===== config.mk =====
export PLATFORM = sky130hd
export DESIGN_NAME = pattern_consumer
export DESIGN_NICKNAME = d
export VERILOG_FILES = /design/src/rtl/pc_pkg.sv /design/src/rtl/pc_sched_steady.sv /design/src/rtl/pc_sched_burst.sv /design/src/rtl/pc_accum.sv /design/src/rtl/pattern_consumer.sv
export SDC_FILE = /design/constraint.sdc
export NUM_CORES = 1
export LEC_CHECK = 0
export BUFFER_PORTS_ARGS = -buffer_cell sky130_fd_sc_hd__buf_2
export CORE_MARGIN = 5
export CORE_UTILIZATION = 54
export DETAILED_ROUTE_END_ITERATION = 6
export GPL_TIMING_DRIVEN = 0
export PLACE_DENSITY = 0.84
export SETUP_SLACK_MARGIN = 0.15
export SLEW_MARGIN = 20
export SYNTH_ARGS = -nofsm -noshare
export SYNTH_HDL_FRONTEND = slang
export SYNTH_HIERARCHICAL = 1
export SYNTH_SLANG_ARGS = --single-unit

===== constraint.sdc =====
create_clock -name clk -period 4.51 [get_ports clk]
set_input_delay 1.1275 -clock clk [delete_from_list [all_inputs] [get_ports clk]]
set_output_delay 1.1275 -clock clk [all_outputs]
set_load 0.02 [all_outputs]

===== src/rtl/pc_pkg.sv =====
// Package: shared types and helpers for the patterned-rate consumer.
// Assumes nothing beyond IEEE 1800-2017 constant functions.
package pc_pkg;

    typedef enum logic {
        SCHED_STEADY = 1'b0,
        SCHED_BURST  = 1'b1
    } sched_mode_e;

    // Width needed to hold values 0..n-1, at least one bit.
    function automatic int unsigned idx_width(int unsigned n);
        return (n < 2) ? 1 : $clog2(n);
    endfunction

endpackage


===== src/rtl/pc_sched_steady.sv =====
// Module: steady schedule. It requests one take every GAP cycles.
// Assumes GAP >= 1. While the block is inactive, its phase stays at zero.
// A requested take that finds no valid data freezes the phase.
module pc_sched_steady
    import pc_pkg::*;
#(
    parameter int unsigned GAP = 3
) (
    input  logic clk,
    input  logic rst_n,
    input  logic active,
    input  logic src_valid,
    output logic want
);
    localparam int unsigned PW   = idx_width(GAP);
    localparam logic [PW-1:0] LAST = PW'(GAP - 1);

    logic [PW-1:0] ph_q;
    logic          advance;

    // Purpose: request a take in the last slot of each period.
    always_comb begin
        want    = active && (ph_q == LAST);
        advance = active && !(want && !src_valid);
    end

    // Purpose: step the phase, wrapping at the end of the period.
    always_ff @(posedge clk) begin
        if (!rst_n) begin
            ph_q <= '0;
        end else if (advance) begin
            ph_q <= (ph_q == LAST) ? '0 : ph_q + 1'b1;
        end
    end

    // an unserved request persists.
    a_r5_steady_hold: assert property (@(posedge clk) disable iff (!rst_n)
        (want && !src_valid) |=> want);

    generate
        if (GAP >= 3) begin : g_gap_chk
            // after a take, the next two cycles make no request.
            a_r2_gap: assert property (@(posedge clk) disable iff (!rst_n)
                (want && src_valid) |=> (!want ##1 !want));
        end
    endgenerate
endmodule


===== src/rtl/pc_sched_burst.sv =====
// Module: burst schedule. It idles for IDLE cycles, then requests RUN takes
// on consecutive cycles, and repeats. Assumes IDLE >= 1 and RUN >= 1. While
// the block is inactive, its phase stays at zero. An unserved request
// freezes the phase.
module pc_sched_burst
    import pc_pkg::*;
#(
    parameter int unsigned IDLE = 20,
    parameter int unsigned RUN  = 10
) (
    input  logic clk,
    input  logic rst_n,
    input  logic active,
    input  logic src_valid,
    output logic want
);
    localparam int unsigned PER  = IDLE + RUN;
    localparam int unsigned PW   = idx_width(PER);
    localparam logic [PW-1:0] LAST  = PW'(PER - 1);
    localparam logic [PW-1:0] START = PW'(IDLE);

    logic [PW-1:0] ph_q;
    logic          advance;

    // Purpose: request takes during the run part of the period.
    always_comb begin
        want    = active && (ph_q >= START);
        advance = active && !(want && !src_valid);
    end

    // Purpose: step the phase through idle and run, wrapping at the end.
    always_ff @(posedge clk) begin
        if (!rst_n) begin
            ph_q <= '0;
        end else if (advance) begin
            ph_q <= (ph_q == LAST) ? '0 : ph_q + 1'b1;
        end
    end

    // the last take of a run is followed by an idle cycle.
    a_r3_run_end: assert property (@(posedge clk) disable iff (!rst_n)
        (want && src_valid && ph_q == LAST) |=> !want);

    // an unserved request persists.
    a_r5_burst_hold: assert property (@(posedge clk) disable iff (!rst_n)
        (want && !src_valid) |=> want);
endmodule


===== src/rtl/pc_accum.sv =====
// Module: transfer counter and XOR checksum. Updates one cycle after each
// accepted transfer. Assumes fire is already qualified by ready and valid.
module pc_accum #(
    parameter int unsigned DATA_W = 16,
    parameter int unsigned CNT_W  = 16
) (
    input  logic              clk,
    input  logic              rst_n,
    input  logic              fire,
    input  logic [DATA_W-1:0] data,
    output logic [CNT_W-1:0]  count,
    output logic [DATA_W-1:0] checksum
);
    // Purpose: fold each accepted value into the count and the checksum.
    always_ff @(posedge clk) begin
        if (!rst_n) begin
            count    <= '0;
            checksum <= '0;
        end else if (fire) begin
            count    <= count + 1'b1;
            checksum <= checksum ^ data;
        end
    end

    // one step per transfer.
    a_r6_count_step: assert property (@(posedge clk) disable iff (!rst_n)
        fire |=> (count == $past(count) + 1'b1));

    // no transfer leaves both results unchanged.
    a_r7_idle_hold: assert property (@(posedge clk) disable iff (!rst_n)
        !fire |=> ($stable(count) && $stable(checksum)));
endmodule


===== src/rtl/pattern_consumer.sv =====
// Module: patterned-rate stream consumer (top). It captures the mode while
// reset is low, runs the selected schedule and accumulates accepted data.
// Assumes the upstream port follows valid/ready rules: a transfer happens
// in any cycle in which both are high.
module pattern_consumer
    import pc_pkg::*;
#(
    parameter int unsigned DATA_W     = 16,
    parameter int unsigned CNT_W      = 16,
    parameter int unsigned STEADY_GAP = 3,
    parameter int unsigned BURST_IDLE = 20,
    parameter int unsigned BURST_RUN  = 10
) (
    input  logic              clk,
    input  logic              rst_n,
    input  logic              burst_mode_i,
    input  logic              src_valid_i,
    input  logic [DATA_W-1:0] src_data_i,
    output logic              src_ready_o,
    output logic [CNT_W-1:0]  take_count_o,
    output logic [DATA_W-1:0] checksum_o
);
    sched_mode_e mode_q;
    logic        steady_on;
    logic        burst_on;
    logic        want_steady;
    logic        want_burst;
    logic        fire;

    // Purpose: capture the mode only while reset is applied.
    always_ff @(posedge clk) begin
        if (!rst_n) begin
            mode_q <= sched_mode_e'(burst_mode_i);
        end
    end

    // Purpose: enable one schedule and form the handshake.
    always_comb begin
        steady_on   = (mode_q == SCHED_STEADY);
        burst_on    = (mode_q == SCHED_BURST);
        src_ready_o = want_steady | want_burst;
        fire        = src_ready_o & src_valid_i;
    end

    pc_sched_steady #(
        .GAP (STEADY_GAP)
    ) u_steady (
        .clk       (clk),
        .rst_n     (rst_n),
        .active    (steady_on),
        .src_valid (src_valid_i),
        .want      (want_steady)
    );

    pc_sched_burst #(
        .IDLE (BURST_IDLE),
        .RUN  (BURST_RUN)
    ) u_burst (
        .clk       (clk),
        .rst_n     (rst_n),
        .active    (burst_on),
        .src_valid (src_valid_i),
        .want      (want_burst)
    );

    pc_accum #(
        .DATA_W (DATA_W),
        .CNT_W  (CNT_W)
    ) u_accum (
        .clk      (clk),
        .rst_n    (rst_n),
        .fire     (fire),
        .data     (src_data_i),
        .count    (take_count_o),
        .checksum (checksum_o)
    );

    // the captured mode never changes outside reset.
    a_r4_mode_frozen: assert property (@(posedge clk) disable iff (!rst_n)
        (!$past(rst_n) || $stable(mode_q)));

    // exactly one schedule may request at a time.
    a_r3_one_source: assert property (@(posedge clk) disable iff (!rst_n)
        !(want_steady && want_burst));
endmodule


Word level (Yosys, flattened, before mapping)
Index checks and enable logic that the tools add are counted.

Flip-flop bits (word level): 40. Input bits: 20.

Add/subtract/negate cells: 3. Magnitude comparators: 1. Equal/unequal tests: 2. Mux-type cells: 2. Bitwise operators: 4. Reductions and logical operators: 9.

Operator list (number): 16-bit by 1-bit adder with 16-bit output (second input constant) (1); 16-bit XOR (1); 1-bit logical AND (6); 5-bit by 1-bit adder with 5-bit output (second input constant) (1); 5-bit == test (second input constant) (1); 5-bit greater-or-equal comparator (second input constant) (1); 5-bit two-way mux (1); 1-bit logical NOT (3); 2-bit by 1-bit adder with 2-bit output (second input constant) (1); 2-bit == test (second input constant) (1); 2-bit two-way mux (1); 1-bit AND (1); 1-bit inverter (1); 1-bit bitwise OR (1).

Depth between registers and ports, before layout
Gate-level depths: netlist (run 1).

Depth in word-level cells: 5. Gate-level depth with buffers: 8. Mapped depth without buffers: 7.

Modules after synthesis
The synthesis (run 1) kept the hierarchy.

By module, submodules not included: pc_accum (times used 1, cells each 144, area each 1317.5 um2, seq. area each 640.6 um2); pc_sched_burst (times used 1, cells each 34, area each 306.5 um2, seq. area each 100.1 um2); pc_sched_steady (times used 1, cells each 9, area each 97.6 um2, seq. area each 40.0 um2); pattern_consumer (times used 1, cells each 5, area each 51.3 um2, seq. area each 30.0 um2).

Worst setup path after synthesis (run 1)
No wires, ideal clock.

Path type: input to register. Start: in src_valid_i. End: reg u_accum.count[15]. Arrival time: 2118 ps. Data required time: 4439 ps. Path slack: 2322 ps. Stages: 6. Cells stage by stage: o21a_1 and4_1 buf_6 nand4_4 or3_1 a21oi_1.

Longest elaborated chain between the ends: 1.

RTL lines: start, declared (RTL line pattern_consumer.sv:17) `input logic src_valid_i,`; 1-bit AND (RTL line pattern_consumer.sv:42) `fire = src_ready_o & src_valid_i;`; end signal, assigned (RTL line pc_accum.sv:20) `count <= count + 1'b1;`; end, declared (RTL line pc_accum.sv:11) `output logic [CNT_W-1:0] count,`.

Every way passes these cells. A chain may end at the register's enable or synchronous reset.

Final worst setup path (run 1)
Start: reg mode_q (netlist: burst_on). End: out src_ready_o.

Longest elaborated chain between the ends: 3. Elaborated cells between the ends (all ways): 4.

RTL lines: start, declared (RTL line pattern_consumer.sv:23) `sched_mode_e mode_q;`; start signal, assigned (RTL line pattern_consumer.sv:33) `mode_q <= sched_mode_e'(burst_mode_i);`; 1-bit inverter (RTL line pattern_consumer.sv:39) `steady_on = (mode_q == SCHED_STEADY);`; via steady_on (RTL line pattern_consumer.sv:24) `logic steady_on;`; 1-bit logical AND (RTL line pc_sched_steady.sv:23) `want = active && (ph_q == LAST);`; via want_steady (RTL line pattern_consumer.sv:26) `logic want_steady;`; 1-bit bitwise OR (RTL line pattern_consumer.sv:41) `src_ready_o = want_steady | want_burst;`; end, declared (RTL line pattern_consumer.sv:19) `output logic src_ready_o,`.

The timed path passes the listed nets, and every way through them passes these cells.

==> key figures, run 1 <==
STA
  – Normalized max-slew margin: 68.33%
  – Final setup viols: 0
  – Slew Limit Fails: 0
  – Final Cycle Share: 58.31%
  – Worst slew pin tran: 470.0 ps
  – Final WS setup: 1880 ps
  – Hold Violations, Final: 0
  – Fmax: 380.3 MHz
  – RSZ-0062 raised after global routing: no
  – Total negative slack: 0 ps
  – Clk_skew: 6.736 ps
  – Min Clock Period, post-route: 2630 ps

Critical path
  – Classification of the worst setup path: reg2out
  – WP data required: 3380 ps
  – Crit-path max FO: 6
  – CP endpoint kind: primary output
  – CP Data Arrival Time: 1500 ps
  – Crit path launch type: flop
  – Register-to-Register Path Depth: 8

Pwr
  – Maximum vdd drop: 0.0001976 V
  – Psw: 143.2 uW
  – Clock network fraction of total power: 38.2%
  – Combinational fraction of design power: 6.9%
  – Internal power: 528.9 uW
  – Switching part of the total: 21.30%
  – Power per cell area: 307.8 nW/um2
  – Leak: 1.016 nW
  – Sequential share of power: 54.8%

CTS
  – Post-CTS Setup Repair Bufs: 0
  – Hold-fix buffers, CTS: 0
  – H-tree level count: 2
  – Total clock sinks: 40
  – Clock Tree Buf Depth: 2
  – Cells resized by post-CTS repair: 0
  – TritonCTS Buffers: 5
  – Clk root buf: clkbuf_4
  – Clk_lat worst skew: 330 ps
  – CTS tree: built
  – CTS clk-pin slew, worst paths: 120 ps

Die
  – DIE AREA: 4529 um2
  – Core ar.: 3103 um2
  – I/O pin cnt: 53
  – Die Width: 67.30 um
  – Row cnt: 20
  – Die H: 67.30 um
  – Starting Density: 57.14%

Route
  – Final wirelength: 3499 um
  – DRC Markers: 0
  – Drt first pass iters: 4
  – Vias per cell: 4.953
  – Vias: 1,466
  – Number of routed nets with antenna violations: 0
  – Iter 0 DRT Violations: 31
  – Drt wl/cell: 11.82 um

Run
  – Maxcap violations: 0

Synthesis
  – Synth Area in XOR/XNOR: 14.33%
  – Post-synthesis instance total: 192
  – Yosys reg bits: 40
  – Largest family of logic cells by synthesized area: simple AND/OR/NAND/NOR gates
  – Post-Synth Adder-Cell Area: 2.823%
  – Mapped Nets: 216
  – Register area share after synthesis: 45.73%
  – Syn_area_per_cell: 9.234 um2
  – Multiplexer area fraction after synthesis: 1.694%
  – Cell taking the most area after synthesis: dfxtp_1
  – Ys Warns: 6
  – Top cells by area, synth: dfxtp_1 (44%), xor2_1 (12%), nor2_1 (7.6%)
  – Synth cell types: 40
  – Synth Area in Simple Gates: 26.89%
  – Netlist Area Pre-Place: 1773 um2
  – Compound-gate portion of the synthesized area: 5.787%
  – Synth top area share: 44.04%

Final layout
  – Total Nets Final: 275
  – Layout cells sized above 1: 27.78%
  – Fillers: 287
  – N_diodes: 0
  – Area Growth Syn to Fin: 23.15%
  – Fin util: 70.36%

GRT
  – Tot GR Track Use: 17.57%
  – Largest net degree at the start of global routing: 13
  – Initial antenna violation count: 0
  – First-pass GRT wire length: 6009 um
  – Grt ovf: 0
  – Vias in the first global route: 1,399

Hold path
  – Hold Path Class: reg2reg
  – Hold Crit Depth: 2

Placement
  – Placer Congestion: 0.7641
  – IO Port Bufs: 52
  – DP Wirelength: 2689 um
  – Post-Place Worst Slack: 2053 ps

Status
  – Status: completed
stage by stage:
step / area [um2] / hold WS (ps) / power, mW / std cells
after floorplan: 1773 / 490.5 / 0.4044 / 192
after global placement: 2088 / 469.2 / 0.4211 / 288
after detailed placement: 2088 / 479.4 / 0.4232 / 288
after CTS: 2183 / 503.5 / 0.6788 / 296
after global routing: 2183 / 547.1 / 0.7021 / 296
final: 2183 / 497.2 / 0.6721 / 296
power groups by stage:
stage               clock network (mW)  registers [mW]  logic [mW]
finish                           0.257           0.369      0.0466
CTS                              0.263           0.369      0.0472
global route                     0.280           0.370      0.0523
detailed placement                   0           0.377      0.0466
global placement                     0           0.376      0.0449
floorplan                            0           0.378      0.0263
cells in the mapped netlist (all sizes together):
library cell / n
dfxtp: 39
nor2: 36
xor2: 25
nand2: 24
nand4: 8
clkbuf: 5
inv: 5
ha: 4
nand3: 4
o21ai: 4
xnor2: 4
a21oi: 3
mux2i: 3
and2: 2
and3: 2
and3b: 2
and4: 2
nand2b: 2
nor4: 2
o21a: 2
or3: 2
a211oi: 1
a31oi: 1
a41o: 1
and2b: 1
buf: 1
edfxtp: 1
nor2b: 1
nor3b: 1
o211ai: 1
o21bai: 1
o311a: 1
or2: 1
cells by family after synthesis:
group | after synthesis
AO/OA/AOI/OAI | 15
adder cells (fa/ha/maj) | 4
flip-flops | 40
AND/OR/NAND/NOR | 90
buffers and inverters | 11
XOR/XNOR | 29
multiplexers | 3
worst max-delay path: stages (launching register included):
cell and delay, ps:
edfxtp_1 480, inv_1 120, and3b_2 220, or2_1 190, buf_2 150
metal layers:
metal	vias up	track usage [%]	routed length [um]
li1	753	-	-
met1	681	19.94	1541
met2	27	31.04	1769
met3	5	4.825	132
met4	0	6.835	55
met5	-	0	0
final timing paths:
kind / startpoint / endpoint / slack [ps]
worst max register to register: burst_on / u_accum/count[15] / 2460
worst max-delay path: burst_on / src_ready_o / 1880
worst min register to register: u_accum/count[15] / u_accum/count[15] / 500
worst min-delay path: u_accum/count[15] / u_accum/count[15] / 500
layout by cell type, fill, tap and decap left out, drive strengths merged:
cell type and n:
a211oi 1, a21oi 3, a31oi 1, a41o 1, and2 2, and2b 1
and3 2, and3b 2, and4 2, buf 53, bufinv 1, clkbuf 12
dfxtp 39, edfxtp 1, ha 4, inv 5, mux2i 3, nand2 24
nand2b 2, nand3 4, nand4 8, nor2 36, nor2b 1, nor3b 1
nor4 2, o211ai 1, o21a 2, o21ai 4, o21bai 1, o311a 1
or2 1, or3 2, xnor2 4, xor2 25
flip-flops by register name, summed over array words and instances (netlist names):
signal            count
u_accum/count        16
burst_on              1
u_accum/checksum     16
u_steady/ph_q         2
u_burst/ph_q          5
area by class of cell:
type / count / area (um2) / area share, %
sequential: 40 / 810.8 / 37.13
timing repair buffer: 52 / 260.3 / 11.92
clock buffer: 7 / 65.06 / 2.980
tap: 44 / 55.05 / 2.521
multi-input combinational: 141 / 913.4 / 41.83
buffer: 6 / 30.03 / 1.375
inverter: 5 / 18.77 / 0.8596
clock inverter: 1 / 30.03 / 1.375
No activity file was read; power rests on OpenSTA's default activity.
==> inputs of run 2 (changes only) <==
- ABC_AREA: unset -> 1
- CORE_UTILIZATION: 54 -> 52
- PLACE_DENSITY: 0.84 -> 0.8
- clock period: 4.51 -> 2.6 ns (I/O delays scaled with it)
==> run 2 against run 1 <==
Compared with the run above: final area up 9.5%; die area up 14%; total power up 71%; critical endpoint unchanged; register-to-register slack worse by 1900 ps; highest routed layer unchanged; clock power up 63%; sequential power up 73%; global-route usage up 0.90 points; cell count up 33%; routed wire length up 24%.
==> key figures, run 2 <==
Status
  – Status: completed

Synthesis
  – Ys Warns: 6 (unchanged)
  – Yosys reg bits: 40 (unchanged)
  – Post-synthesis instance total: 287 (+49%)
  – Ys flop type: dfxtp_1
  – Synth top area share: 39.42% (-4.6 points)
  – Most frequent cell after synthesis: nand2_1
  – Number of synthesized flops with an enable pin: 1 (unchanged)
  – Netlist Area Pre-Place: 1981 um2 (+12%)
  – Mapped Nets: 311 (+44%)
  – Cell taking the most area after synthesis: dfxtp_1
  – Post-synthesis async set-or-reset flop share: 0% (unchanged)
  – Register area share after synthesis: 40.93% (-4.8 points)
  – Most frequent cells after synthesis: nand2_1 (62), nor2_1 (47), dfxtp_1 (39)
  – Syn_area_per_cell: 6.901 um2 (-25%)
  – Synth cell types: 24 (-40%)
  – Top cells by area, synth: dfxtp_1 (39%), nand2_1 (12%), nor2_1 (8.9%)

GRT
  – Vias in the first global route: 1,812 (+30%)
  – First-pass GRT wire length: 7638 um (+27%)
  – Tot GR Track Use: 18.47% (+0.90 points)
  – Grt ovf: 0 (unchanged)
  – Largest net degree at the start of global routing: 12 (-1)
  – Initial antenna violation count: 0 (unchanged)

CTS
  – H-tree level count: 2 (unchanged)
  – Total clock sinks: 40 (unchanged)
  – Post-CTS Setup Repair Bufs: 0 (unchanged)
  – CTS tree: built
  – CTS clk-pin slew, worst paths: 70 ps (-50 ps)
  – TritonCTS Buffers: 5 (unchanged)
  – Clk root buf: clkbuf_8
  – Clock Tree Buf Depth: 2 (unchanged)
  – Clk_lat worst skew: 290 ps (-40 ps)
  – Hold-fix buffers, CTS: 0 (unchanged)
  – Cells resized by post-CTS repair: 0 (unchanged)

Route
  – Drt wl/cell: 10.96 um (-7.3%)
  – Number of routed nets with antenna violations: 0 (unchanged)
  – DRC Markers: 0 (unchanged)
  – Drt first pass iters: 4 (unchanged)
  – Vias: 1,964 (+34%)
  – Vias per cell: 4.972 (+0.39%)
  – Iter 0 DRT Violations: 51 (+65%)
  – Final wirelength: 4328 um (+24%)

Die
  – Die H: 71.72 um (+6.6%)
  – Die Width: 71.72 um (+6.6%)
  – DIE AREA: 5143 um2 (+14%)
  – I/O pin cnt: 53 (unchanged)
  – Row cnt: 22 (+10%)
  – Starting Density: 53.70% (-3.4 points)
  – Core ar.: 3689 um2 (+19%)

Final layout
  – Largest regs: u_accum/checksum: 16 flops, u_accum/count: 16 flops, u_burst/ph_q: 5 flops
  – Layout cells sized above 1: 25.07% (-2.7 points)
  – Area Growth Syn to Fin: 20.72%
  – Final Instance Area: 2391 um2 (+9.5%)
  – N_diodes: 0 (unchanged)
  – Most frequent cells in the layout: nand2_1 (62), buf_2 (56), nor2_1 (47)
  – Final std cells w/o fill: 395 (+33%)
  – Total Nets Final: 370 (+35%)
  – Fillers: 360 (+25%)
  – Most common cell after layout, fill and taps aside: nand2_1

Placement
  – Placed insts: 387 (+34%)
  – Placer Congestion: 0.8467 (+11%)
  – Placed instance area: 2301 um2 (+10%)
  – DP Wirelength: 3290 um (+22%)
  – IO Port Bufs: 52 (unchanged)

Critical path
  – CP dominant cell by count: inv_1
  – Crit-path max FO: 7 (+1)
  – WP data required: 1950 ps (-1430 ps)
  – Classification of the worst setup path: reg2out
  – CP max stage delay: 490 ps (about the same)
  – CP Data Arrival Time: 1380 ps (-120 ps)
  – Slowest cell on the critical path: edfxtp_1
  – CP endpoint kind: primary output
  – Worst-path cell chain: inv_1 > nand2_1 > nor2_1 > nor2_2 > inv_1 > buf_2
  – Crit path launch type: flop

Pwr
  – Maximum vdd drop: 0.0002732 V (+38%)
  – Power per cell area: 481.9 nW/um2 (+57%)
  – PnR Total Power: 1.152 mW (+71%)
  – Leak: 1.129 nW (+11%)

STA
  – Slew Limit Fails: 0 (unchanged)
  – Total negative slack: 0 ps (unchanged)
  – Min Clock Period, post-route: 2031 ps
  – Hold Violations, Final: 0 (unchanged)
  – Final setup viols: 0 (unchanged)
  – Normalized max-slew margin: 72.79% (+4.5 points)
  – Clk_skew: 5.840 ps (-0.8965 ps)
  – Worst slew pin tran: 408.1 ps (-61.94 ps)
  – Final Cycle Share: 78.13%
  – Fmax: 492.3 MHz
  – RSZ-0062 raised after global routing: no

Run
  – Maxcap violations: 0 (unchanged)

Hold path
  – Hold Path Class: reg2reg
[run 2: cell count changes after synthesis, moves of 4 or more]
cell / previous run / this run
clkbuf_1: 5 / 0
o21ai_1: 0 / 5
nor2_1: 36 / 47
buf_2: 0 / 4
inv_1: 5 / 28
nand2_1: 23 / 62
xnor2_1: 4 / 0
a21oi_1: 3 / 29
xor2_1: 25 / 0
nor2_2: 0 / 5
nand2_2: 1 / 7
nand3_1: 4 / 29
nor2_4: 0 / 4
[run 2: logic make-up after synthesis]
family | after synthesis | share of synthesized area [%]
buffers and inverters | 39 | 8.401
flip-flops | 40 | 40.94
adder cells (fa/ha/maj) | 4 | 2.527
AND/OR/NAND/NOR | 165 | 38.03
AO/OA/AOI/OAI | 39 | 10.11
[run 2: final timing paths]
| path | start | end | slack [ps] | cells after the start |
|---|---|---|---|---|
| setup / recovery | burst_on | src_ready_o | 570 | 6 |
| hold reg to reg | u_accum/checksum[12] | u_accum/checksum[12] | 510 | 2 |
| setup reg to reg | burst_on | u_accum/checksum[4] | 590 | 10 |
| hold / removal | u_accum/checksum[12] | u_accum/checksum[12] | 510 | 2 |
[run 2: layout make-up]
type | instances | area (um2) | share of cell area, %
Multi-Input combinational cell | 208 | 1003 | 41.97
Tap cell | 48 | 60.06 | 2.512
Timing Repair Buffer | 52 | 260.3 | 10.88
Sequential cell | 40 | 810.8 | 33.91
Clock buffer | 8 | 90.09 | 3.768
Inverter | 31 | 116.4 | 4.867
Buffer | 8 | 50.05 | 2.093
[run 2: metal layers]
| metal | track usage, % | vias to the layer above | share of wire (%) |
|---|---|---|---|
| met5 | 0 | - | 0 |
| met4 | 7.516 | 0 | 1.8 |
| met3 | 5.049 | 6 | 5.8 |
| met2 | 29.18 | 58 | 44 |
| met1 | 23.74 | 865 | 48 |
| li1 | - | 1035 | - |
[run 2: report_power, final]
group / total [mW] / internal, mW / leakage, nW / switching, mW
clock network: 0.420 / 0.216 / 0.0455 / 0.204
logic: 0.0924 / 0.0361 / 0.758 / 0.0563
registers: 0.640 / 0.627 / 0.325 / 0.0123
total: 1.15 / 0.880 / 1.13 / 0.273
[run 2: critical path: cells and delay by family (launching register included)]
family	cells	cell delay [ps]
buffers and inverters	3	340
DFF	1	490
and+or+nand+nor	3	260
[run 2: metrics by stage]
| stage | setup WS [ps] | util, % | hold WS (ps) |
|---|---|---|---|
| 5_1_grt | 373.7 | 64.82 | 529.3 |
| 2_1_floorplan | 893.0 | - | 481.3 |
| 4_1_cts | 553.1 | 64.82 | 511.3 |
| 3_5_place_dp | 611.1 | 62.38 | 489.4 |
| 3_3_place_gp | 625.1 | 62.38 | 482.3 |
| 6_report | 568.5 | 64.82 | 506.0 |
==> inputs of run 3 (changes only) <==
- ABC_AREA: 1 -> 0
- CORE_UTILIZATION: 52 -> 45
- PLACE_DENSITY: 0.8 -> 0.75
- clock period: 2.6 -> 1.7 ns (I/O delays scaled with it)
==> run 3 against run 2 <==
Compared with the run above: critical path type is now reg2reg; total power grew 53%; utilization down 0.39 points; register-to-register slack lost 730 ps; worst hold slack worse by 200 ps; clock power rose by 51%; cell count decreased by 21%; the flow now finishes with violations (setup timing); first-iteration DRC count up 110%; clock skew hardly changed.
==> key figures, run 3 (synthesis results as in run 1) <==
Placement
  – Placer Congestion: 0.7836 (-7.5%)
  – IO Port Bufs: 52 (unchanged)
  – Post-Place Worst Slack: -262.7 ps (-873.8 ps)
  – Placed instance area: 2093 um2 (-9.0%)
  – DP Wirelength: 2571 um (-22%)

GRT
  – GR Util met2: 23.15% (-6.0 points)
  – GR met3 Demand/Resource: 5.096% (+0.047 points)
  – Grt ovf: 0 (unchanged)
  – Grt met1 use: 17.71% (-6.0 points)
  – Tot GR Track Use: 14.36% (-4.1 points)
  – Initial antenna violation count: 0 (unchanged)
  – Vias in the first global route: 1,363 (-25%)
  – Largest net degree at the start of global routing: 12 (unchanged)
  – Gr busiest metal: met2
  – First-pass GRT wire length: 5975 um (-22%)

STA
  – Final setup viols: 11 (+11)
  – Fmax: 543.0 MHz
  – Final WS setup: -141.6 ps (-710.2 ps)
  – Total negative slack: -500.1 ps (-500.1 ps)
  – Clk_skew: 5.479 ps (-0.3607 ps)
  – Hold Violations, Final: 0 (unchanged)
  – RSZ-0062 raised after global routing: yes
  – Worst slew pin tran: 535.2 ps (+127.1 ps)
  – Min Clock Period, post-route: 1842 ps
  – Normalized max-slew margin: 63.94% (-8.8 points)
  – Final Cycle Share: 108.3%
  – Slew Limit Fails: 0 (unchanged)

Critical path
  – Setup slack, reg-to-reg: -140 ps (-730 ps)
  – Critical Path Start: burst_on
  – Crit Reg-Reg Endpoint: u_accum/count[15]
  – Crit path launch type: flop
  – Crit-path max FO: 6 (-1)
  – WP data required: 1910 ps (-40 ps)
  – Worst setup path endpoint: u_accum/count[15]
  – Register-to-Register Path Depth: 8 (-2)
  – Classification of the worst setup path: reg2reg
  – CP Data Arrival Time: 2060 ps (+680 ps)
  – Reg2reg start: burst_on
  – CP endpoint kind: flop

CTS
  – Clk root buf: clkbuf_8
  – Clk_lat worst skew: 290 ps (about the same)
  – Clock Tree Buf Depth: 2 (unchanged)
  – Total clock sinks: 40 (unchanged)
  – H-tree level count: 2 (unchanged)
  – CTS tree: built
  – Hold-fix buffers, CTS: 0 (unchanged)
  – TritonCTS Buffers: 5 (unchanged)
  – CTS clk-pin slew, worst paths: 70 ps (about the same)

Final layout
  – Area Growth Syn to Fin: 36.06%
  – N_diodes: 0 (unchanged)
  – Final Instance Area: 2412 um2 (+0.89%)
  – Total Nets Final: 286 (-23%)
  – Largest regs: u_accum/checksum: 16 flops, u_accum/count: 16 flops, u_burst/ph_q: 5 flops
  – Most frequent cells in the layout: buf_2 (51), dfxtp_1 (37), nor2_1 (35)
  – Most common cell after layout, fill and taps aside: buf_2
  – Layout cells sized above 1: 39.16% (+14 points)

Route
  – Number of routed nets with antenna violations: 0 (unchanged)
  – Drt first pass iters: 4 (unchanged)
  – Vias per cell: 4.859 (-2.3%)
  – Drt wl/cell: 12.13 um (+11%)
  – Vias: 1,511 (-23%)
  – DRC Markers: 0 (unchanged)
  – Iter 0 DRT Violations: 105 (+110%)
  – Final wirelength: 3771 um (-13%)

Pwr
  – Leak: 1.137 nW (+0.77%)
  – PnR Total Power: 1.764 mW (+53%)
  – Maximum vdd drop: 0.0004864 V (+78%)
  – Power per cell area: 731.1 nW/um2 (+52%)

Die
  – Die Width: 72.77 um (+1.5%)
  – Row cnt: 22 (unchanged)
  – Core ar.: 3744 um2 (+1.5%)
  – Starting Density: 47.36% (-6.3 points)
  – Die H: 72.77 um (+1.5%)
  – I/O pin cnt: 53 (unchanged)
  – DIE AREA: 5295 um2 (+3.0%)

Hold path
  – Hold Path Class: in2reg

Status
  – Violated checks: setup timing
  – Status: finished with violations

Run
  – Maxcap violations: 0 (unchanged)
==> run 3: cell count changes in the layout (fill, tap and decap cells not counted), sizes merged, moves of 4 or more <==
cell and delta:
clkbuf +4, a21oi -26, nor2 -20, inv -26
xor2 +25, buf +5, nand2 -46, o21ai -4
xnor2 +4, nand3 -27
==> run 3: final cells by class <==
class	instances	area (um2)
timing repair buffer	63	371.6
fill	327	1331
tap	48	60.06
sequential	40	813.3
inverter	5	18.77
multi-input combinational	141	999.7
buffer	6	58.81
clock buffer	8	90.09
==> run 3: worst min-delay path by stage <==
stage / startpoint / endpoint / depth (start not counted)
2_1_floorplan: u_burst/ph_q[1] / u_burst/ph_q[1] / 2
3_3_place_gp: u_accum/count[15] / u_accum/count[15] / 2
3_5_place_dp: u_accum/count[15] / u_accum/count[15] / 2
4_1_cts: burst_mode_i / burst_on / 1
5_1_grt: burst_mode_i / burst_on / 1
6_report: burst_mode_i / burst_on / 1
==> run 3: what timing repair did <==
action                                  4_1_cts  5_1_grt
gates cloned                                  1        1
setup buffers                                 8        1
gates resized for setup                      26       19
pin swaps                                    16        5
endpoints found under the setup margin       32       33
==> run 3: metrics by stage <==
stage	hold WS (ps)	cells	utilization [%]
6_report	309.3	311	64.44
5_1_grt	291.0	311	64.44
4_1_cts	295.7	309	62.83
3_5_place_dp	485.8	292	55.92
3_3_place_gp	469.5	292	55.92
2_1_floorplan	490.5	192	-
==> run 3: layer usage <==
| layer | part of all wire (%) | vias to the layer above | routed length (um) |
|---|---|---|---|
| met5 | 0 | - | 0 |
| met4 | 0.82 | 0 | 31 |
| met3 | 7.3 | 5 | 277 |
| met2 | 47 | 38 | 1772 |
| met1 | 45 | 694 | 1689 |
| li1 | - | 774 | - |
==> run 3: worst max-delay path, stage by stage, from the launching register on <==
cell	delay, ps
edfxtp_1	420
inv_2	70
and3b_2	180
o21a_2	170
and4_1	200
buf_6	140
nand4_4	70
or3_1	370
a21oi_1	140
==> run 3: where the power goes <==
part,leakage (nW),switching (mW),internal [mW],total (mW)
combinational,0.766,0.0836,0.0711,0.155
sequential,0.326,0.0167,0.959,0.976
clock,0.0455,0.302,0.331,0.633
